--- src/rtl/lcdTimingPkg.sv ---
package lcdTimingPkg;

  // Per-cycle raster strobes passed from the counters to the output stage
  typedef struct packed {
    logic run;      // raster enabled this cycle
    logic hsAct;    // inside horizontal sync
    logic vsAct;    // inside vertical sync
    logic deAct;    // inside active pixel window
    logic lastPix;  // last active pixel of the frame
  } tmgStrobe_t;

endpackage

--- src/rtl/lcdTimingCtrl.sv ---
module lcdTimingCtrl
  import lcdTimingPkg::*;
#(
  parameter int H_W     = 18,
  parameter int HSW_W   = 14,
  parameter int HWAIT_W = 12,
  parameter int HACT_W  = 18,
  parameter int V_W     = 16,
  parameter int VSW_W   = 18,
  parameter int VWAIT_W = 16,
  parameter int VACT_W  = 16
) (
  input  logic               clk,
  input  logic               rstN,
  input  logic               syncEn,
  input  logic [H_W-1:0]     linePeriod,
  input  logic [HSW_W-1:0]   hsyncWidth,
  input  logic [HWAIT_W-1:0] hWait,
  input  logic [HACT_W-1:0]  activePixels,
  input  logic [V_W-1:0]     frameLines,
  input  logic [VSW_W-1:0]   vsyncWidth,
  input  logic [VWAIT_W-1:0] vWait,
  input  logic [VACT_W-1:0]  activeLines,
  output tmgStrobe_t         strobe
);

  localparam int HM1    = (HSW_W > HWAIT_W) ? HSW_W : HWAIT_W;
  localparam int HM2    = (HM1 > HACT_W) ? HM1 : HACT_W;
  localparam int HM3    = (HM2 > H_W) ? HM2 : H_W;
  localparam int HSUM_W = HM3 + 2;
  localparam int VM1    = (VSW_W > VWAIT_W) ? VSW_W : VWAIT_W;
  localparam int VM2    = (VM1 > VACT_W) ? VM1 : VACT_W;
  localparam int VM3    = (VM2 > V_W) ? VM2 : V_W;
  localparam int VSUM_W = VM3 + 2;

  logic [H_W-1:0] hCnt;
  logic [V_W-1:0] vCnt;

  logic [HSUM_W-1:0] hPos, hLen, hActStart, hActEnd;
  logic [VSUM_W-1:0] vPos, vLen, vActStart, vActEnd;
  logic lineEnd, frameEnd, hWin, vWin;

  always_comb begin
    hPos      = HSUM_W'(hCnt);
    hLen      = (linePeriod == '0) ? HSUM_W'(1) : HSUM_W'(linePeriod);
    hActStart = HSUM_W'(hsyncWidth) + HSUM_W'(hWait);
    hActEnd   = hActStart + HSUM_W'(activePixels);
    vPos      = VSUM_W'(vCnt);
    vLen      = (frameLines == '0) ? VSUM_W'(1) : VSUM_W'(frameLines);
    vActStart = VSUM_W'(vsyncWidth) + VSUM_W'(vWait);
    vActEnd   = vActStart + VSUM_W'(activeLines);

    lineEnd   = (hPos + HSUM_W'(1)) >= hLen;
    frameEnd  = lineEnd && ((vPos + VSUM_W'(1)) >= vLen);
    hWin      = (hPos >= hActStart) && (hPos < hActEnd);
    vWin      = (vPos >= vActStart) && (vPos < vActEnd);

    strobe.run     = syncEn;
    strobe.hsAct   = hPos < HSUM_W'(hsyncWidth);
    strobe.vsAct   = vPos < VSUM_W'(vsyncWidth);
    strobe.deAct   = hWin && vWin;
    strobe.lastPix = hWin && vWin &&
                     (hPos == hActEnd - HSUM_W'(1)) &&
                     (vPos == vActEnd - VSUM_W'(1));
  end

  always_ff @(posedge clk) begin
    if (!rstN || !syncEn) begin
      hCnt <= '0;
      vCnt <= '0;
    end else if (lineEnd) begin
      hCnt <= '0;
      vCnt <= frameEnd ? '0 : vCnt + V_W'(1);
    end else begin
      hCnt <= hCnt + H_W'(1);
    end
  end


  vline_step_chk: assert property (@(posedge clk) disable iff (!rstN)
    !$stable(vCnt) |-> (hCnt == '0))
    else $error("line counter moved away from a line boundary");


  line_wrap_chk: assert property (@(posedge clk) disable iff (!rstN)
    (syncEn && lineEnd) |=> (hCnt == '0))
    else $error("clock counter did not wrap at line end");

endmodule

--- src/rtl/lcdSyncOut.sv ---
module lcdSyncOut
  import lcdTimingPkg::*;
(
  input  logic       clk,
  input  logic       rstN,
  input  tmgStrobe_t strobe,
  input  logic       hsyncPolHigh,
  input  logic       vsyncPolHigh,
  input  logic       dePolHigh,
  input  logic       dePresent,
  input  logic       dotClkFalling,
  output logic       hsyncOut,
  output logic       vsyncOut,
  output logic       deOut,
  output logic       pixelReq,
  output logic       frameDone,
  output logic       dotClkEdge
);

  logic hsActQ, deActQ, lastQ;
  logic hsAct, vsAct, deAct;

  always_comb begin
    hsAct = strobe.run && strobe.hsAct;
    vsAct = strobe.run && strobe.vsAct;
    deAct = strobe.run && strobe.deAct;
  end

  always_ff @(posedge clk) begin
    if (!rstN) begin
      hsyncOut   <= 1'b0;
      vsyncOut   <= 1'b0;
      deOut      <= 1'b0;
      pixelReq   <= 1'b0;
      frameDone  <= 1'b0;
      dotClkEdge <= 1'b0;
      hsActQ     <= 1'b0;
      deActQ     <= 1'b0;
      lastQ      <= 1'b0;
    end else begin
      // an active level equals the polarity bit; inactive is its inverse
      hsyncOut   <= hsAct ~^ hsyncPolHigh;
      vsyncOut   <= vsAct ~^ vsyncPolHigh;
      deOut      <= (deAct && dePresent) ~^ dePolHigh;
      pixelReq   <= deAct;
      lastQ      <= strobe.run && strobe.lastPix;
      frameDone  <= strobe.run && lastQ;
      dotClkEdge <= dotClkFalling;
      hsActQ     <= hsAct;
      deActQ     <= deAct;
    end
  end


  de_outside_hsync_chk: assert property (@(posedge clk) disable iff (!rstN)
    !(hsActQ && deActQ))
    else $error("data-enable overlapped horizontal sync");


  frame_pulse_chk: assert property (@(posedge clk) disable iff (!rstN)
    frameDone |=> !frameDone)
    else $error("frame-done wider than one cycle");


  done_after_pixel_chk: assert property (@(posedge clk) disable iff (!rstN)
    frameDone |-> $past(pixelReq))
    else $error("frame-done without a preceding pixel");


  idle_level_chk: assert property (@(posedge clk) disable iff (!rstN)
    ($past(rstN) && !$past(strobe.run)) |->
      (hsyncOut != $past(hsyncPolHigh) && vsyncOut != $past(vsyncPolHigh) &&
       deOut != $past(dePolHigh) && !pixelReq))
    else $error("outputs not idle while disabled");

endmodule

--- src/rtl/panelTimingGen.sv ---
module panelTimingGen
  import lcdTimingPkg::*;
#(
  parameter int H_W     = 18,
  parameter int HSW_W   = 14,
  parameter int HWAIT_W = 12,
  parameter int HACT_W  = 18,
  parameter int V_W     = 16,
  parameter int VSW_W   = 18,
  parameter int VWAIT_W = 16,
  parameter int VACT_W  = 16
) (
  input  logic               clk,
  input  logic               rstN,
  input  logic               syncEn,
  input  logic [H_W-1:0]     linePeriod,
  input  logic [HSW_W-1:0]   hsyncWidth,
  input  logic [HWAIT_W-1:0] hWait,
  input  logic [HACT_W-1:0]  activePixels,
  input  logic [V_W-1:0]     frameLines,
  input  logic [VSW_W-1:0]   vsyncWidth,
  input  logic [VWAIT_W-1:0] vWait,
  input  logic [VACT_W-1:0]  activeLines,
  input  logic               hsyncPolHigh,
  input  logic               vsyncPolHigh,
  input  logic               dePolHigh,
  input  logic               dePresent,
  input  logic               dotClkFalling,
  output logic               hsyncOut,
  output logic               vsyncOut,
  output logic               deOut,
  output logic               pixelReq,
  output logic               frameDone,
  output logic               dotClkEdge
);

  tmgStrobe_t strobe;

  lcdTimingCtrl #(
    .H_W(H_W), .HSW_W(HSW_W), .HWAIT_W(HWAIT_W), .HACT_W(HACT_W),
    .V_W(V_W), .VSW_W(VSW_W), .VWAIT_W(VWAIT_W), .VACT_W(VACT_W)
  ) ctrl (
    .clk          (clk),
    .rstN         (rstN),
    .syncEn       (syncEn),
    .linePeriod   (linePeriod),
    .hsyncWidth   (hsyncWidth),
    .hWait        (hWait),
    .activePixels (activePixels),
    .frameLines   (frameLines),
    .vsyncWidth   (vsyncWidth),
    .vWait        (vWait),
    .activeLines  (activeLines),
    .strobe       (strobe)
  );

  lcdSyncOut outStage (
    .clk           (clk),
    .rstN          (rstN),
    .strobe        (strobe),
    .hsyncPolHigh  (hsyncPolHigh),
    .vsyncPolHigh  (vsyncPolHigh),
    .dePolHigh     (dePolHigh),
    .dePresent     (dePresent),
    .dotClkFalling (dotClkFalling),
    .hsyncOut      (hsyncOut),
    .vsyncOut      (vsyncOut),
    .deOut         (deOut),
    .pixelReq      (pixelReq),
    .frameDone     (frameDone),
    .dotClkEdge    (dotClkEdge)
  );

endmodule

--- config.mk ---
export PLATFORM = sky130hd
export DESIGN_NAME = panelTimingGen
export DESIGN_NICKNAME = d
export VERILOG_FILES = /design/src/rtl/lcdTimingPkg.sv /design/src/rtl/lcdTimingCtrl.sv /design/src/rtl/lcdSyncOut.sv /design/src/rtl/panelTimingGen.sv
export SDC_FILE = /design/constraint.sdc
export NUM_CORES = 1
export LEC_CHECK = 0
export ABC_CLOCK_PERIOD_IN_PS = 7800
export BUFFER_PORTS_ARGS = -buffer_cell sky130_fd_sc_hd__buf_2
export CAP_MARGIN = 5
export CORE_MARGIN = 3
export CORE_UTILIZATION = 45
export DETAILED_ROUTE_END_ITERATION = 10
export MAX_ROUTING_LAYER = met4
export PLACE_DENSITY = 0.75
export REMOVE_ABC_BUFFERS = 1
export SKIP_CTS_REPAIR_TIMING = 1
export SYNTH_ARGS = -nofsm -noshare
export SYNTH_HDL_FRONTEND = slang
export SYNTH_SLANG_ARGS = --single-unit
--- constraint.sdc ---
create_clock -name clk -period 7.8 [get_ports clk]
set_input_delay 0.78 -clock clk [delete_from_list [all_inputs] [get_ports clk]]
set_output_delay 0.78 -clock clk [all_outputs]
set_load 0.02 [all_outputs]
==> results of run 1 <==
path summary, 6_finish.rpt:
path,slack [ps],cells past startpoint,endpoint,start
min reg2reg,490,1,outStage.frameDone,outStage.lastQ
max,1430,29,outStage.lastQ,hsyncWidth[0]
max reg2reg,3030,16,ctrl.vCnt[14],ctrl.vCnt[1]
min,490,1,outStage.frameDone,outStage.lastQ
worst max-delay path, delay by kind of cell:
kind                     cells  cell delay (ps)
AO/OA/AOI/OAI               17             3440
AND/OR/NAND/NOR              5              580
buffers and inverters        1              110
XOR/XNOR                     1              190
adder cells (fa/ha/maj)      5             1510
flip-flops by register name, summed over array words and instances (netlist names):
| name | flops |
|---|---|
| outStage.lastQ | 1 |
| outStage.deOut | 1 |
| ctrl.hCnt | 18 |
| outStage.frameDone | 1 |
| ctrl.vCnt | 16 |
| outStage.dotClkEdge | 1 |
| outStage.hsyncOut | 1 |
| outStage.vsyncOut | 1 |
| outStage.pixelReq | 1 |
power breakdown:
| group | switching [uW] | internal (uW) | leakage, uW |
|---|---|---|---|
| Sequential | 1.36 | 211 | 0.000332 |
| Clock | 99.1 | 120 | 0.0000704 |
| Combinational | 648 | 443 | 0.00502 |
| Total | 749 | 775 | 0.00542 |
layout make-up:
cell class                      instances  area [um2]
Antenna cell                            1       2.502
Clock buffer                            5       125.1
Clock inverter                          3       25.02
Fill cell                            1997        9908
Inverter                              136       510.5
Multi-Input combinational cell       1036        7986
Sequential cell                        41       820.8
Tap cell                              270       337.8
Timing Repair Buffer                  142       713.2
metrics by stage:
step                      total power, uW  util [%]  setup slack [ps]  hold WS [ps]  instances
after global placement               1271     50.75              1321         478.5       1625
after detailed placement             1294     50.75              1176         479.5       1625
after CTS                            1518     51.49              1433         494.6       1633
after floorplan                      1052         -              1971         443.6       1213
final                                1523     51.50              1430         486.7       1634
after global routing                 1667     51.50             808.0         515.2       1634
routing by layer:
layer	share of wire (%)	up-vias	GRT usage, %
li1	-	4792	-
met1	46	4273	28.06
met2	47	252	39.23
met3	5.2	32	2.304
met4	1.5	0	5.032
met5	0	-	-
Yosys cell counts, types with 19 or more instances:
library cell	count	share of area [%]
a21o_1	49	3.9
dfxtp_1	41	8.7
a21oi_1	91	4.8
ha_1	190	25
clkbuf_1	21	0.83
inv_1	135	5.4
and3_1	25	1.7
nand2_1	70	2.8
nor2_1	62	2.5
o21ai_0	38	2.0
nor2b_1	31	2.1
nand3_1	48	2.5
a211oi_1	19	1.5
nand2b_1	19	1.3
xnor2_1	81	7.5
nor3_1	30	1.6
xor2_1	41	3.8
cells in the final DEF (no fill, tap or decap), types with 11 or more instances in the layout:
cell type	netlist	final
xor2_1	41	41
o21ai_0	38	38
xnor2_1	81	81
buf_2	2	141
nor2b_1	31	31
dfxtp_1	41	41
a21oi_1	91	91
and2_1	11	11
nand4_1	18	18
o21a_1	12	12
o211ai_1	11	11
ha_1	190	190
nand2b_1	19	19
nor2_1	62	62
and3_1	25	25
a21o_1	49	49
nand2_1	70	70
nand3_1	48	48
o31ai_1	14	14
nor4_1	15	15
inv_1	135	135
a211oi_1	19	19
nor3_1	30	30
o21bai_1	14	14
logic make-up after synthesis:
group,share of synthesized area (%)
adders and majority gates,26.35
AOI/OAI and AO/OA,25.47
muxes,0.7819
buffers and inverters,6.719
xor gates and xnor gates,11.49
DFF,8.693
and+or+nand+nor,20.50
==> impl_metrics.json, run 1 <==
{
  "outcome": "finished clean",
  "cts_inserted_buffers": 5,
  "synth_cell_type_count": 85,
  "synth_enable_flop_cells": 0,
  "area_growth_syn_to_layout_pct": 11.44,
  "wl_per_cell_um": 15.52,
  "min_period_ps": 6370,
  "cp_common_cell": "a21oi_1",
  "placed_cell_area_mm2": 0.01037,
  "setup_viol": 0,
  "cts_buffer_depth": 2,
  "clk_latency_ps": 300,
  "routed_wl_um": 25350,
  "io_pins": 142,
  "cpMaxStageDelayCell": "a311oi_2",
  "crit_type": "in -> reg",
  "grt_max_degree": 17,
  "max_stage_delay_ps": 600,
  "grt_pass1_vias": 8922,
  "cts_tree": "built",
  "ys_seq_elements": 41,
  "tightest_slew_ps": 1204,
  "place_hpwl_um": 21250,
  "postLayoutCellArea_mm2": 0.01052,
  "syn_inst": 1241,
  "start_util_pct": 46.22,
  "synthFlopType": "dfxtp_1",
  "ant_nets": 0,
  "num_vias": 9349,
  "end_kind": "register",
  "root_buffer": "clkbuf_16",
  "slew_violations": 0,
  "grt_antenna_before_repair": 1,
  "syn_area_per_cell_um2": 7.608,
  "synth_warnings": 0,
  "drtIter0Drc": 482,
  "grt-ovfl-total": 0,
  "hold_class": "reg -> reg",
  "clock.fmax_mhz": 157.0,
  "portBuffers": 141,
  "viasPerCell": 5.722,
  "cp-start-kind": "input pin",
  "post-route-period-util_pct": 81.67,
  "row_count": 52,
  "peakVddDrop_mv": 0.06681,
  "hold_viol_final": 0,
  "rsz0062_at_grt": "no",
  "dr.pass1.iters": 6,
  "slew_headroom_pct": 19.56,
  "synth_area_mm2": 0.009442,
  "die_w_um": 150.9,
  "cts_sinks": 41,
  "synthArstFlopShare_pct": 0,
  "die_area_mm2": 0.02276,
  "p_per_area_mw_per_mm2": 144.8,
  "gp_congestion": 0.9243,
  "grt.total_usage_pct": 22.45,
  "layout-drive-gt1-share_pct": 12.47,
  "grt_pass1_wl_um": 40880,
  "crit_fanout": 9,
  "die_h_um": 150.9,
  "cap_viol_max_count": 0,
  "floorplan.core_area_mm2": 0.02043,
  "clk_pin_slew_ps": 60,
  "tns_ps": 0,
  "route.detailed.drc": 0,
  "total_leakage_power_uw": 0.005423,
  "final_nets": 1692,
  "seq_area_frac_synth_pct": 8.693,
  "clock_skew_ps": 9.681,
  "cp.required_ps": 8040,
  "worstPathArrival_ps": 6610,
  "htree_levels": 2
}
(Power assumes the default switching activity.)
==> inputs of run 2 (changes only) <==
Settings changed: ABC_CLOCK_PERIOD_IN_PS 7800 to 5800, PLACE_DENSITY 0.75 to 0.78.
Clock period 7.8 ns to 5.8 ns, I/O delays scaled along.
==> impl_metrics.json, run 2 (synthesized netlist as in run 1, its figures left out) <==
{
  "outcome": "finished clean",
  "place_inst": 1686,
  "p_per_area_mw_per_mm2": 204.5,
  "setup_viol": 0,
  "clock_skew_ps": 12.42,
  "die_w_um": 150.9,
  "fill_cells": 1942,
  "io_pins": 142,
  "post-route-period-util_pct": 95.48,
  "cts_sinks": 41,
  "root_buffer": "clkbuf_16",
  "final_common_cell": "ha_1",
  "cts_tree": "built",
  "portBuffers": 141,
  "viasPerCell": 5.742,
  "cts_inserted_buffers": 5,
  "row_count": 52,
  "ff2ff_path_depth": 17,
  "grt_max_degree": 18,
  "die_area_mm2": 0.02276,
  "rr_endpoint": "ctrl.vCnt[15]",
  "power.total_uw": 2270,
  "hold_class": "reg -> reg",
  "end_kind": "register",
  "p_switching_uw": 1069,
  "grt_pass1_vias": 9127,
  "p_sw_share_pct": 47.10,
  "drtIter0Drc": 538,
  "hold_viol_final": 0,
  "routed_wl_um": 25960,
  "place_hpwl_um": 21730,
  "pwr-share-comb_pct": 74.6,
  "clk_latency_ps": 300,
  "reg2reg_setup_slack_ps": 1700,
  "p_clk_share_pct": 12.8,
  "slew_headroom_pct": 42.00,
  "area_growth_syn_to_layout_pct": 17.53,
  "top_register": "ctrl.hCnt",
  "cp.required_ps": 6040,
  "floorplan.core_area_mm2": 0.02043,
  "largest_reg_flops": 18,
  "clock.fmax_mhz": 180.6,
  "gp_congestion": 0.9033,
  "final_cells": 1697,
  "die_h_um": 150.9,
  "min_to": "outStage.frameDone",
  "ant_nets": 0,
  "grt_antenna_before_repair": 0,
  "slew_violations": 0,
  "cp-start-kind": "input pin",
  "peakVddDrop_mv": 0.1068,
  "total_leakage_power_uw": 0.005741,
  "start_util_pct": 46.22,
  "worstHoldPathCells": 1,
  "htree_levels": 2,
  "final_nets": 1756,
  "num_vias": 9745,
  "worstPathArrival_ps": 5770,
  "min_period_ps": 5538,
  "layout_common_cells": "189 x ha_1, 141 x buf_2, 135 x inv_1",
  "crit_fanout": 4,
  "cts_buffer_depth": 2,
  "cap_viol_max_count": 0,
  "grt.total_usage_pct": 22.82,
  "grt_pass1_wl_um": 41900,
  "largestRegisters": "ctrl.hCnt: 18 flops, ctrl.vCnt: 16 flops",
  "route.detailed.drc": 0,
  "crit_type": "in -> reg",
  "wl_per_cell_um": 15.30,
  "p_int_uw": 1201,
  "dr.pass1.iters": 5,
  "layout-drive-gt1-share_pct": 18.01,
  "tightest_slew_ps": 866.7,
  "tns_ps": 0,
  "seqPwrFrac_pct": 12.6,
  "insertedDiodeCount": 0,
  "clk_pin_slew_ps": 60,
  "hold_start": "outStage.lastQ",
  "r2r_start": "ctrl.vCnt[1]",
  "grt-ovfl-total": 0
}
==> run 2: power by group through the flow <==
stage / Sequential (uW) / Clock, uW / Combinational (uW)
after floorplan: 294 / 0 / 1120
after global placement: 292 / 0 / 1580
after detailed placement: 292 / 0 / 1630
after CTS: 286 / 297 / 1640
after global routing: 286 / 308 / 1890
final: 286 / 291 / 1690
==> run 2: area by class of cell <==
type / instances / area (um2) / share of cell area, %
inverter: 136 / 510.5 / 4.600
sequential: 41 / 820.8 / 7.397
clock inverter: 3 / 25.02 / 0.2255
tap: 270 / 337.8 / 3.044
clock buffer: 5 / 125.1 / 1.128
multi-input combinational: 1036 / 8084 / 72.85
timing repair buffer: 206 / 1194 / 10.76
==> run 2: per-layer routing <==
| metal | vias up | share of wire (%) | global-route usage [%] |
|---|---|---|---|
| met5 | - | 0 | - |
| met4 | 0 | 2.8 | 7.162 |
| met2 | 276 | 47 | 38.13 |
| li1 | 4926 | - | - |
| met1 | 4486 | 45 | 28.93 |
| met3 | 57 | 5.2 | 2.633 |
==> run 2: through the flow <==
step	setup WS, ps	hold slack, ps	area (um2)	utilization, %
6_report	262.3	493.7	11100	54.32
5_1_grt	-66.05	503.4	11100	54.32
4_1_cts	-29.72	494.4	10980	53.73
3_5_place_dp	-314.7	495.1	10830	52.99
3_3_place_gp	-159.7	491.8	10830	52.99
2_1_floorplan	171.1	443.6	9318	-
==> run 2: worst max-delay path by stage <==
stage             startpoint              to
2_1_floorplan  hsyncWidth[0]  outStage.lastQ
3_3_place_gp   vsyncWidth[0]  outStage.lastQ
3_5_place_dp   hsyncWidth[0]  outStage.lastQ
4_1_cts        hsyncWidth[0]  outStage.lastQ
5_1_grt        hsyncWidth[1]  outStage.lastQ
6_report       vsyncWidth[0]  outStage.lastQ
==> run 2: critical path, stage by stage <==
cell,delay [ps]
buf_2,110
ha_1,220
fa_2,360
a21oi_2,170
o22ai_1,130
o41a_1,480
nand2_1,110
nor2_1,60
nor2_2,120
o21bai_1,80
a21oi_1,180
xnor2_1,170
ha_1,280
a211o_1,310
o32a_1,330
xor2_1,210
inv_1,80
ha_1,290
o2111a_1,160
nand3_1,70
a31oi_1,100
nor4b_2,280
buf_4,160
o21a_1,120
o211ai_1,140
a2111oi_2,250
o2111a_1,220
